[config.mk]
export PLATFORM = sky130hd
export DESIGN_NAME = cfgdma_engine
export DESIGN_NICKNAME = d
export VERILOG_FILES = /design/src/rtl/cfgdma_pkg.sv /design/src/rtl/cfgdma_doorbell.sv /design/src/rtl/cfgdma_ctl.sv /design/src/rtl/cfgdma_engine.sv
export SDC_FILE = /design/constraint.sdc
export NUM_CORES = 1
export LEC_CHECK = 0
export ABC_CLOCK_PERIOD_IN_PS = 10150
export BUFFER_PORTS_ARGS = -buffer_cell sky130_fd_sc_hd__buf_2
export CORE_ASPECT_RATIO = 2
export CORE_MARGIN = 3
export CORE_UTILIZATION = 50
export DETAILED_ROUTE_END_ITERATION = 7
export PLACE_DENSITY = 0.7
export SKIP_CTS_REPAIR_TIMING = 1
export SLEW_MARGIN = 5
export SYNTH_ARGS = -nofsm -noshare
export SYNTH_HDL_FRONTEND = slang
export SYNTH_SLANG_ARGS = --single-unit
[constraint.sdc]
create_clock -name clk -period 10.15 [get_ports clk]
set_input_delay 3.045 -clock clk [delete_from_list [all_inputs] [get_ports clk]]
set_output_delay 3.045 -clock clk [all_outputs]
set_load 0.005 [all_outputs]
[src/rtl/cfgdma_pkg.sv]
package cfgdma_pkg;
  parameter int ADDR_W = 64;
  parameter int LEN_W  = 32;
  parameter int KEY_W  = 16;
  parameter int CTL_W  = 32;
  localparam int DESC_BYTES   = (CTL_W + LEN_W + ADDR_W) / 8;
  localparam int DESC_W       = DESC_BYTES * 8;
  localparam int STATUS_BYTES = CTL_W / 8;
  localparam int CNT_W        = $clog2(DESC_BYTES);

  // control word bit positions
  localparam int B_ERR   = 0;
  localparam int B_READ  = 1;
  localparam int B_SKIP  = 2;
  localparam int B_SEL   = 3;
  localparam int B_WRITE = 4;

  typedef enum logic [2:0] {
    ST_IDLE, ST_FETCH, ST_DECODE, ST_PLAN, ST_MOVE, ST_STATUS
  } dma_state_t;

  typedef enum logic [1:0] {OP_NONE, OP_READ, OP_WRITE, OP_SKIP} dma_op_t;

  function automatic dma_op_t pick_op(input logic [CTL_W-1:0] c);
    if (c[B_READ])       return OP_READ;
    else if (c[B_WRITE]) return OP_WRITE;
    else if (c[B_SKIP])  return OP_SKIP;
    return OP_NONE;
  endfunction

  function automatic logic [LEN_W-1:0] item_left(input logic [LEN_W-1:0] len,
                                                 input logic [LEN_W-1:0] off,
                                                 input logic present);
    if (present && off < len) return len - off;
    return '0;
  endfunction

  function automatic logic [LEN_W-1:0] min_len(input logic [LEN_W-1:0] a,
                                               input logic [LEN_W-1:0] b);
    return (a < b) ? a : b;
  endfunction

  function automatic logic write_fits(input logic [LEN_W-1:0] rem,
                                      input logic [LEN_W-1:0] left,
                                      input logic wok);
    return wok && (rem <= left);
  endfunction
endpackage

[src/rtl/cfgdma_doorbell.sv]
module cfgdma_doorbell
  import cfgdma_pkg::*;
#(
  parameter logic [63:0] SIGNATURE = 64'h4346_4744_4d41_5331
) (
  input  logic              clk,
  input  logic              rst_n,
  input  logic              wr,
  input  logic [2:0]        addr,
  input  logic [1:0]        size,
  input  logic [63:0]       wdata,
  input  logic              busy,
  output logic [63:0]       rdata,
  output logic              start,
  output logic [ADDR_W-1:0] start_addr
);
  localparam int HALF_W = ADDR_W / 2;

  logic [HALF_W-1:0] hi_q;
  logic wr_hi, wr_lo, wr_full;

  function automatic logic [63:0] sig_window(input logic [2:0] a, input logic [1:0] s);
    int n;
    int sh;
    logic [63:0] mask;
    n = 1 << s;
    if (int'(a) + n > 8) return '0;
    sh = 8 * (8 - int'(a) - n);
    mask = (n == 8) ? '1 : ((64'd1 << (8 * n)) - 64'd1);
    return (SIGNATURE >> sh) & mask;
  endfunction

  assign wr_hi   = wr && !busy && size == 2'd2 && addr == 3'd0;
  assign wr_lo   = wr && !busy && size == 2'd2 && addr == 3'd4;
  assign wr_full = wr && !busy && size == 2'd3 && addr == 3'd0;

  assign start      = wr_lo || wr_full;
  assign start_addr = wr_full ? wdata[ADDR_W-1:0] : {hi_q, wdata[HALF_W-1:0]};
  assign rdata      = sig_window(addr, size);

  always_ff @(posedge clk or negedge rst_n) begin
    if (!rst_n)      hi_q <= '0;
    else if (start)  hi_q <= '0;
    else if (wr_hi)  hi_q <= wdata[HALF_W-1:0];
  end
endmodule

[src/rtl/cfgdma_ctl.sv]
module cfgdma_ctl
  import cfgdma_pkg::*;
(
  input  logic              clk,
  input  logic              rst_n,
  input  logic              start,
  input  logic [ADDR_W-1:0] start_addr,
  output logic              busy,
  output logic              mem_req,
  output logic              mem_we,
  output logic [ADDR_W-1:0] mem_addr,
  output logic [7:0]        mem_wdata,
  input  logic              mem_ack,
  input  logic              mem_err,
  input  logic [7:0]        mem_rdata,
  output logic [KEY_W-1:0]  item_key,
  output logic              item_sel,
  output logic [LEN_W-1:0]  item_off,
  output logic              item_we,
  output logic [7:0]        item_wdata,
  input  logic              item_present,
  input  logic              item_writable,
  input  logic [LEN_W-1:0]  item_len,
  input  logic [7:0]        item_rdata
);
  dma_state_t        st;
  dma_op_t           op;
  logic [ADDR_W-1:0] desc_addr, cur_addr;
  logic [DESC_W-1:0] desc_buf;
  logic [CNT_W-1:0]  cnt;
  logic [LEN_W-1:0]  rem, off, left_now;
  logic [KEY_W-1:0]  key;
  logic              sel_q, err_q, in_item, beat_ok;
  logic [CTL_W-1:0]  d_ctl;

  assign d_ctl    = desc_buf[DESC_W-1 -: CTL_W];
  assign left_now = item_left(item_len, off, item_present);
  assign in_item  = left_now != '0;
  assign beat_ok  = mem_ack && !mem_err;

  assign busy       = st != ST_IDLE;
  assign item_key   = key;
  assign item_off   = off;
  assign item_sel   = sel_q;
  assign item_we    = st == ST_MOVE && op == OP_WRITE && beat_ok;
  assign item_wdata = mem_rdata;

  always_comb begin
    mem_req   = 1'b0;
    mem_we    = 1'b0;
    mem_addr  = '0;
    mem_wdata = '0;
    unique case (st)
      ST_FETCH: begin
        mem_req  = 1'b1;
        mem_addr = desc_addr + ADDR_W'(cnt);
      end
      ST_MOVE: begin
        mem_req   = 1'b1;
        mem_we    = op == OP_READ;
        mem_addr  = cur_addr;
        mem_wdata = in_item ? item_rdata : 8'h00;
      end
      ST_STATUS: begin
        mem_req   = 1'b1;
        mem_we    = 1'b1;
        mem_addr  = desc_addr + ADDR_W'(cnt);
        mem_wdata = (cnt == CNT_W'(STATUS_BYTES - 1)) ? {7'b0, err_q} : 8'h00;
      end
      default: ;
    endcase
  end

  always_ff @(posedge clk or negedge rst_n) begin
    if (!rst_n) begin
      st        <= ST_IDLE;
      op        <= OP_NONE;
      desc_addr <= '0;
      cur_addr  <= '0;
      desc_buf  <= '0;
      cnt       <= '0;
      rem       <= '0;
      off       <= '0;
      key       <= '0;
      sel_q     <= 1'b0;
      err_q     <= 1'b0;
    end else begin
      sel_q <= 1'b0;
      unique case (st)
        ST_IDLE: if (start) begin
          desc_addr <= start_addr;
          cnt       <= '0;
          err_q     <= 1'b0;
          st        <= ST_FETCH;
        end
        ST_FETCH: if (mem_ack) begin
          if (mem_err) begin
            err_q <= 1'b1;
            cnt   <= '0;
            st    <= ST_STATUS;
          end else begin
            desc_buf <= {desc_buf[DESC_W-9:0], mem_rdata};
            cnt      <= cnt + 1'b1;
            if (cnt == CNT_W'(DESC_BYTES - 1)) st <= ST_DECODE;
          end
        end
        ST_DECODE: begin
          rem      <= desc_buf[ADDR_W +: LEN_W];
          cur_addr <= desc_buf[ADDR_W-1:0];
          op       <= pick_op(d_ctl);
          if (d_ctl[B_SEL]) begin
            key   <= d_ctl[CTL_W-1 -: KEY_W];
            off   <= '0;
            sel_q <= 1'b1;
          end
          st <= ST_PLAN;
        end
        ST_PLAN: begin
          cnt <= '0;
          unique case (op)
            OP_NONE: begin
              rem <= '0;
              st  <= ST_STATUS;
            end
            OP_SKIP: begin
              off <= off + min_len(rem, left_now);
              rem <= '0;
              st  <= ST_STATUS;
            end
            OP_WRITE: begin
              if (rem == '0) st <= ST_STATUS;
              else if (!write_fits(rem, left_now, item_present && item_writable)) begin
                err_q <= 1'b1;
                st    <= ST_STATUS;
              end else st <= ST_MOVE;
            end
            default: st <= (rem == '0) ? ST_STATUS : ST_MOVE;
          endcase
        end
        ST_MOVE: if (mem_ack) begin
          if (mem_err) begin
            err_q <= 1'b1;
            st    <= ST_STATUS;
          end else begin
            cur_addr <= cur_addr + 1'b1;
            rem      <= rem - 1'b1;
            if (in_item) off <= off + 1'b1;
            if (rem == LEN_W'(1)) st <= ST_STATUS;
          end
        end
        ST_STATUS: if (mem_ack) begin
          cnt <= cnt + 1'b1;
          if (cnt == CNT_W'(STATUS_BYTES - 1)) st <= ST_IDLE;
        end
        default: st <= ST_IDLE;
      endcase
    end
  end
endmodule

[src/rtl/cfgdma_engine.sv]
module cfgdma_engine
  import cfgdma_pkg::*;
#(
  parameter logic [63:0] SIGNATURE = 64'h4346_4744_4d41_5331
) (
  input  logic              clk,
  input  logic              rst_n,
  input  logic              db_wr,
  input  logic [2:0]        db_addr,
  input  logic [1:0]        db_size,
  input  logic [63:0]       db_wdata,
  output logic [63:0]       db_rdata,
  output logic              busy,
  output logic              mem_req,
  output logic              mem_we,
  output logic [ADDR_W-1:0] mem_addr,
  output logic [7:0]        mem_wdata,
  input  logic              mem_ack,
  input  logic              mem_err,
  input  logic [7:0]        mem_rdata,
  output logic [KEY_W-1:0]  item_key,
  output logic              item_sel,
  output logic [LEN_W-1:0]  item_off,
  output logic              item_we,
  output logic [7:0]        item_wdata,
  input  logic              item_present,
  input  logic              item_writable,
  input  logic [LEN_W-1:0]  item_len,
  input  logic [7:0]        item_rdata
);
  logic              ev_start;
  logic [ADDR_W-1:0] ev_start_addr;

  cfgdma_doorbell #(.SIGNATURE(SIGNATURE)) u_door (
    .clk(clk), .rst_n(rst_n), .wr(db_wr), .addr(db_addr), .size(db_size),
    .wdata(db_wdata), .busy(busy), .rdata(db_rdata),
    .start(ev_start), .start_addr(ev_start_addr)
  );

  cfgdma_ctl u_ctl (
    .clk(clk), .rst_n(rst_n), .start(ev_start), .start_addr(ev_start_addr),
    .busy(busy), .mem_req(mem_req), .mem_we(mem_we), .mem_addr(mem_addr),
    .mem_wdata(mem_wdata), .mem_ack(mem_ack), .mem_err(mem_err),
    .mem_rdata(mem_rdata), .item_key(item_key), .item_sel(item_sel),
    .item_off(item_off), .item_we(item_we), .item_wdata(item_wdata),
    .item_present(item_present), .item_writable(item_writable),
    .item_len(item_len), .item_rdata(item_rdata)
  );
endmodule

### Word level (Yosys, flattened, before mapping)

Cells that the tools add are included.

| cells by class | value |
|---|---|
| add/sub/neg operators | 11 |
| magnitude comparators | 4 |
| equal/unequal tests | 32 |
| shifts and indexed selects | 3 |
| mux-type cells | 66 |
| bitwise gates (word level) | 2 |
| reductions and logical operators | 39 |

Operators with widths:

| operator | count |
|---|---|
| $mux W32 | 13 |
| $mux W64 | 6 |
| $pmux W64 S2 | 2 |
| $pmux W32 S3 | 2 |
| $add A64 B1 Y64 const B | 1 |
| $add A64 B4 Y64 | 1 |
| $and A64 B64 Y64 | 1 |
| $lt A32 B32 Y1 | 2 |
| $shl A1 B32 Y64 const A | 1 |
| $shr A63 B32 Y64 const A | 1 |
| $sub A64 B1 Y64 const B | 1 |
| $add A32 B1 Y32 const B | 1 |
| $add A32 B32 Y32 | 1 |
| $add A4 B32 Y32 | 1 |
| $eq A32 B1 Y1 const B | 1 |
| $eq A32 B5 Y1 const B | 1 |
| $gt A32 B5 Y1 const B | 1 |
| $le A32 B32 Y1 | 1 |
| $logic_not A32 Y1 | 1 |
| $reduce_bool A32 Y1 | 1 |
| $shl A1 B2 Y32 const A | 1 |
| $sub A32 B1 Y32 const B | 1 |
| $sub A32 B32 Y32 | 1 |
| $mux W3 | 10 |
| 40 further kinds | 104 |

| word-level totals | value |
|---|---|
| flip-flop bits (word level) | 379 |
| output and inout port bits | 197 |
| word-level logic and storage cells | 169 |

### Logic depth before layout (Yosys ltp)

| logic depth | value |
|---|---|
| word-level depth | 10 |
| depth in mapped cells | 39 |

### Modules after synthesis

From an unflattened synthesis, not the netlist that was laid out.

| second synthesis, totals | value |
|---|---|
| cell total of the unflattened synthesis | 2790 |
| area, all modules | 25191.7 um2 |

Modules (own cells, without submodules):

| module | times used | cells each | area each (um2) | sequential area each (um2) |
|---|---|---|---|---|
| cfgdma_ctl | 1 | 2499 | 22363.9 | 8683.3 |
| cfgdma_doorbell | 1 | 291 | 2827.7 | 800.8 |

### Worst setup path before layout

OpenSTA, ideal clock, no wires.

| timing path | value |
|---|---|
| path type | input -> register |
| start point | input port item_len[25] |
| end point | register u_ctl.off[18] (netlist: u_ctl.item_off[18]) |
| setup time | 125 ps |
| arrival | 9621 ps |
| slack | 404 ps |
| cell stages on the path | 36 |
| buffers on the path | 6 |
| cells stage by stage | ha_1 > clkbuf_1 > nand2_1 > nor3_1 > a22o_1 > o21ai_1 > a21o_1 > a31oi_1 > clkbuf_1 > buf_1 > nand2_1 > ha_1 > a21o_1 > a21o_1 > a21oi_1 > nor3_1 > a211o_1 > a221o_1 > clkbuf_1 > clkbuf_1 > buf_1 > o211ai_1 > ha_1 > inv_1 > fa_1 > nor2b_1 > o21a_1 > o21ai_0 > a211oi_1 > o21ai_0 > a21boi_0 > o21ai_0 > a21oi_1 > o21a_1 > nor3_1 > mux2_4 |

| between the ends | value |
|---|---|
| longest elaborated chain between the ends | 9 |
| elaborated cells on any way between the ends | 14 |

RTL lines:

| item | line | source |
|---|---|---|
| from (decl) | cfgdma_engine.sv:28 | `input logic [LEN_W-1:0] item_len,` |
| $lt A32 B32 Y1 | cfgdma_pkg.sv:34 | `if (present && off < len) return len - off;` |
| $logic_and A1 B1 Y1 | cfgdma_pkg.sv:34 |  |
| $mux W1 | cfgdma_pkg.sv:34 |  |
| $mux W32 (*) | cfgdma_pkg.sv:35 | `return '0;` |
| $lt A32 B32 Y1 | cfgdma_pkg.sv:40 | `return (a < b) ? a : b;` |
| $mux W32 | cfgdma_pkg.sv:40 |  |
| $add A32 B32 Y32 | cfgdma_ctl.sv:126 | `off <= off + min_len(rem, left_now);` |
| $mux W32 | cfgdma_ctl.sv:120 | `unique case (op)` |
| $pmux W32 S3 | cfgdma_ctl.sv:89 | `unique case (st)` |
| to (signal assigned) | cfgdma_ctl.sv:126 |  |
| to (signal assigned) | cfgdma_ctl.sv:147 | `if (in_item) off <= off + 1'b1;` |
| to (decl) | cfgdma_ctl.sv:31 | `logic [LEN_W-1:0] rem, off, left_now;` |

Every way passes the cells marked *; elsewhere a longest branch is shown, timed or not. The select of a mux whose other input is x is not followed.
A chain may end at the register's enable or synchronous reset.

### Worst setup path in the final report

| timing path | value |
|---|---|
| start point | input port item_len[0] |
| end point | output port mem_wdata[0] |

| between the ends | value |
|---|---|
| longest elaborated chain between the ends | 7 |
| elaborated cells on any way between the ends | 9 |

RTL lines:

| item | line | source |
|---|---|---|
| $lt A32 B32 Y1 | cfgdma_pkg.sv:34 |  |
| $logic_and A1 B1 Y1 | cfgdma_pkg.sv:34 |  |
| $mux W1 | cfgdma_pkg.sv:34 |  |
| $mux W32 (*) | cfgdma_pkg.sv:35 |  |
| $reduce_bool A32 Y1 (*) | cfgdma_ctl.sv:38 | `assign in_item = left_now != '0;` |
| $mux W8 (*) | cfgdma_ctl.sv:62 | `mem_wdata = in_item ? item_rdata : 8'h00;` |
| $pmux W8 S2 (*) | cfgdma_ctl.sv:53 | `unique case (st)` |
| to (decl) | cfgdma_engine.sv:17 | `output logic [7:0] mem_wdata,` |

Marks and branches as above.

==> flow_summary.yaml <==
critical_path:
  cp_max_fo: 8
  slowest_delay_ps: 430
  crit_cells: 19
  critPathCaptureType: "output port"
  crit_arrival_ps: 6850
  required_ps: 7110
  critical_path.top_delay_family: "compound AO/OA/AOI/OAI gates"
  r2r_cells: 34
  critPathSlowestCell: "or3_1"
  critical_path_buf_inv_count: 6
  path_cells: "buf_2 > inv_1 > ha_1 > inv_1 > fa_1 > a211o_1 > and3_4 > o21ai_2 > a21oi_1 > o21ai_1 > buf_4 > a21o_1 > a211oi_1 > buf_4 > or3_1 > o21ai_0 > nand2b_2 > a31o_2 > buf_2"
  cp-start-kind: "input port"
  crit_type: "input port to output port"
yosys:
  synth-seq-area-share: 0.3760
  synthTopCellsByCount: "nand2_1, dfrtp_1, a21oi_1"
  synth_most_common_cell: "nand2_1"
  ys_types: 87
  synth_warnings: 0
  async_flop_share: 1.000
  synth_area_um2: 25220
  synth_top_area_share: 0.3760
  synth_area_leaders: "dfrtp_1, nand2_1, mux2_2"
  synth_top_cell_by_area: "dfrtp_1"
  netlist_instances: 2982
  synth_ff_type: "dfrtp_1"
  synth_edf_count: 0
  ys_ff_latch: 379
  avgSynthCellArea_um2: 8.459
run_status:
  outcome: "finished, violations left"
  violations: "design-rule violations"
power:
  peakVddDrop_mv: 0.1663
  p_total_uw: 8767
  p_per_area_nw_per_um2: 302.1
  power_leakage_uw: 0.01384
finish:
  fin_util: 0.5864
  fillCellCount: 4457
  register_area_um2: 9484
  multi_input_area_um2: 14650
  area_delta_synth_final_pct: 15.06
  layout-drive-gt1-share: 0.2042
  finalNetCount: 3512
routing:
  routedWlPerCell_um: 20.36
  drc: 12
  totalWireLength_um: 80190
  first_iter_violations: 1770
  vias: 23482
  via_per_inst: 5.961
  drtPass1Iterations: 8
  ant_nets: 0
job:
  drv_cap: 0
placement:
  port_buffers: 294
  dp_hpwl_um: 62650
  place_congestion: 0.9372
floorplanning:
  num_rows: 115
  start_util: 0.5096
  die-width_um: 164.8
  die_h_um: 323.6
  die-area_um2: 53340
  coreArea_um2: 49500
  pin_count: 321
clock_tree:
  path_clk_slew_ps: 70
  clockBufferDepth: 3
  numCtsBuffers: 39
  clk_latency_ps: 550
  ctsRootBufferMaster: "clkbuf_16"
  tritoncts: "done"
  numClockSinks: 379
  htree_levels: 2
timing:
  setup_tns_ps: 0
  period_minus_slack_ps: 9890
  rsz0062_at_grt: "false"
  drv_slew: 0
  worst_pin_slew_ps: 1103
  timing.fmax_ghz: 0.1011
  setup_violations: 0
  whs_ps: 472.6
  slew_headroom: 0.2631
  skew_ps: 14.93
  period_share: 0.9744
  hold_violations: 0
grt:
  grt_usage: 0.2933
  grt_start_max_net_pins: 192
  grt_overflow: 0
  grt_pass1_vias: 23822
  antenna_found_initial: 1
  grt_pass1_wl_um: 124100
worst_hold_path:
  hold_path.class: "flop to flop"
  hold_depth: 2
area by class of cell:
class,instances,area share
inverters,106,0.01371
repair buffers,407,0.08113
clock buffers,47,0.03751
flip-flops and latches,379,0.3268
diodes,1,0.00008622
well taps,643,0.02772
multi-input cells,2332,0.5046
clock inverters,24,0.008450
worst paths after layout:
| kind | startpoint | end | slack (ps) |
|---|---|---|---|
| max | item_len[0] | mem_wdata[0] | 260 |
| min | u_ctl.desc_addr[2]$_DFFE_PN0P_ | u_ctl.desc_addr[2]$_DFFE_PN0P_ | 470 |
| max reg2reg | u_ctl.item_off[0]$_DFFE_PN0P_ | u_ctl.item_off[28]$_DFFE_PN0P_ | 2710 |
| min reg2reg | u_ctl.desc_addr[2]$_DFFE_PN0P_ | u_ctl.desc_addr[2]$_DFFE_PN0P_ | 470 |
| max in group asynchronous | rst_n | u_ctl.rem[25]$_DFFE_PN0P_ | 5820 |
| min in group asynchronous | rst_n | u_ctl.cur_addr[4]$_DFFE_PN0P_ | 2510 |
kinds of logic (layout without fill, tap and decap cells):
kind of cell / count (synthesis) / count (layout) / share of synthesized area
xor gates and xnor gates: 108 / 108 / 0.03750
AOI/OAI and AO/OA: 794 / 794 / 0.1862
buffers and inverters: 296 / 584 / 0.05079
DFF: 379 / 379 / 0.3760
and+or+nand+nor: 1063 / 1063 / 0.1920
adders and majority gates: 123 / 123 / 0.06280
other: 1 / 27 / 0.0001487
muxes: 218 / 218 / 0.09454
registers in the layout (all words and copies together), names as in the netlist, 2 cells and up:
name and flops:
u_ctl.cnt 4, u_ctl.cur_addr 64, u_ctl.desc_addr 64, u_ctl.desc_buf 128
u_ctl.item_key 16, u_ctl.item_off 32, u_ctl.op 2, u_ctl.rem 32
u_ctl.st 3, u_door.hi_q 32
tightest hold or removal path: stages, from the launching register on:
cell and delay (ps):
dfrtp_1 350, nand2_1 50, nand2_1 50
per-layer routing:
layer / track usage / routed length, µm / vias to the layer above
li1: - / - / 11096
met1: 0.2867 / 27120 / 11270
met2: 0.5675 / 43360 / 842
met3: 0.03667 / 3838 / 274
met4: 0.1838 / 5868 / 0
met5: 0 / 0 / -
cell usage in the layout, fill, tap and decap left out, types with 17 or more instances in the layout:
cell type and n:
nand2_1 448, dfrtp_1 379, buf_2 293, a21oi_1 270
nor2_1 247, o21ai_0 236, mux2_2 146, ha_1 117
buf_4 111, inv_1 106, nand3_1 84, mux2i_1 68
xnor2_1 59, a21o_1 49, xor2_1 49, nand4_1 48
nor3_1 47, and3_1 45, o22ai_1 43, clkbuf_16 41
a31oi_1 28, conb_1 26, nand2b_1 20, o21a_1 19
and2_1 19, a22oi_1 19, or3_1 17
power by group:
group          internal (µW)  switching (µW)
clock network            855             667
registers               1960             565
logic                   1930            2790
metrics by stage:
| step | area (µm²) | setup WS, ps | instances |
|---|---|---|---|
| 4_1_cts | 29000 | 110.2 | 3938 |
| 2_1_floorplan | 25320 | 403.5 | 3007 |
| 3_5_place_dp | 27670 | -155.7 | 3867 |
| 3_3_place_gp | 27670 | -33.28 | 3867 |
| 5_1_grt | 29020 | 27.89 | 3938 |
| 6_report | 29020 | 260.0 | 3939 |
No activity file was read; power rests on OpenSTA's default activity.
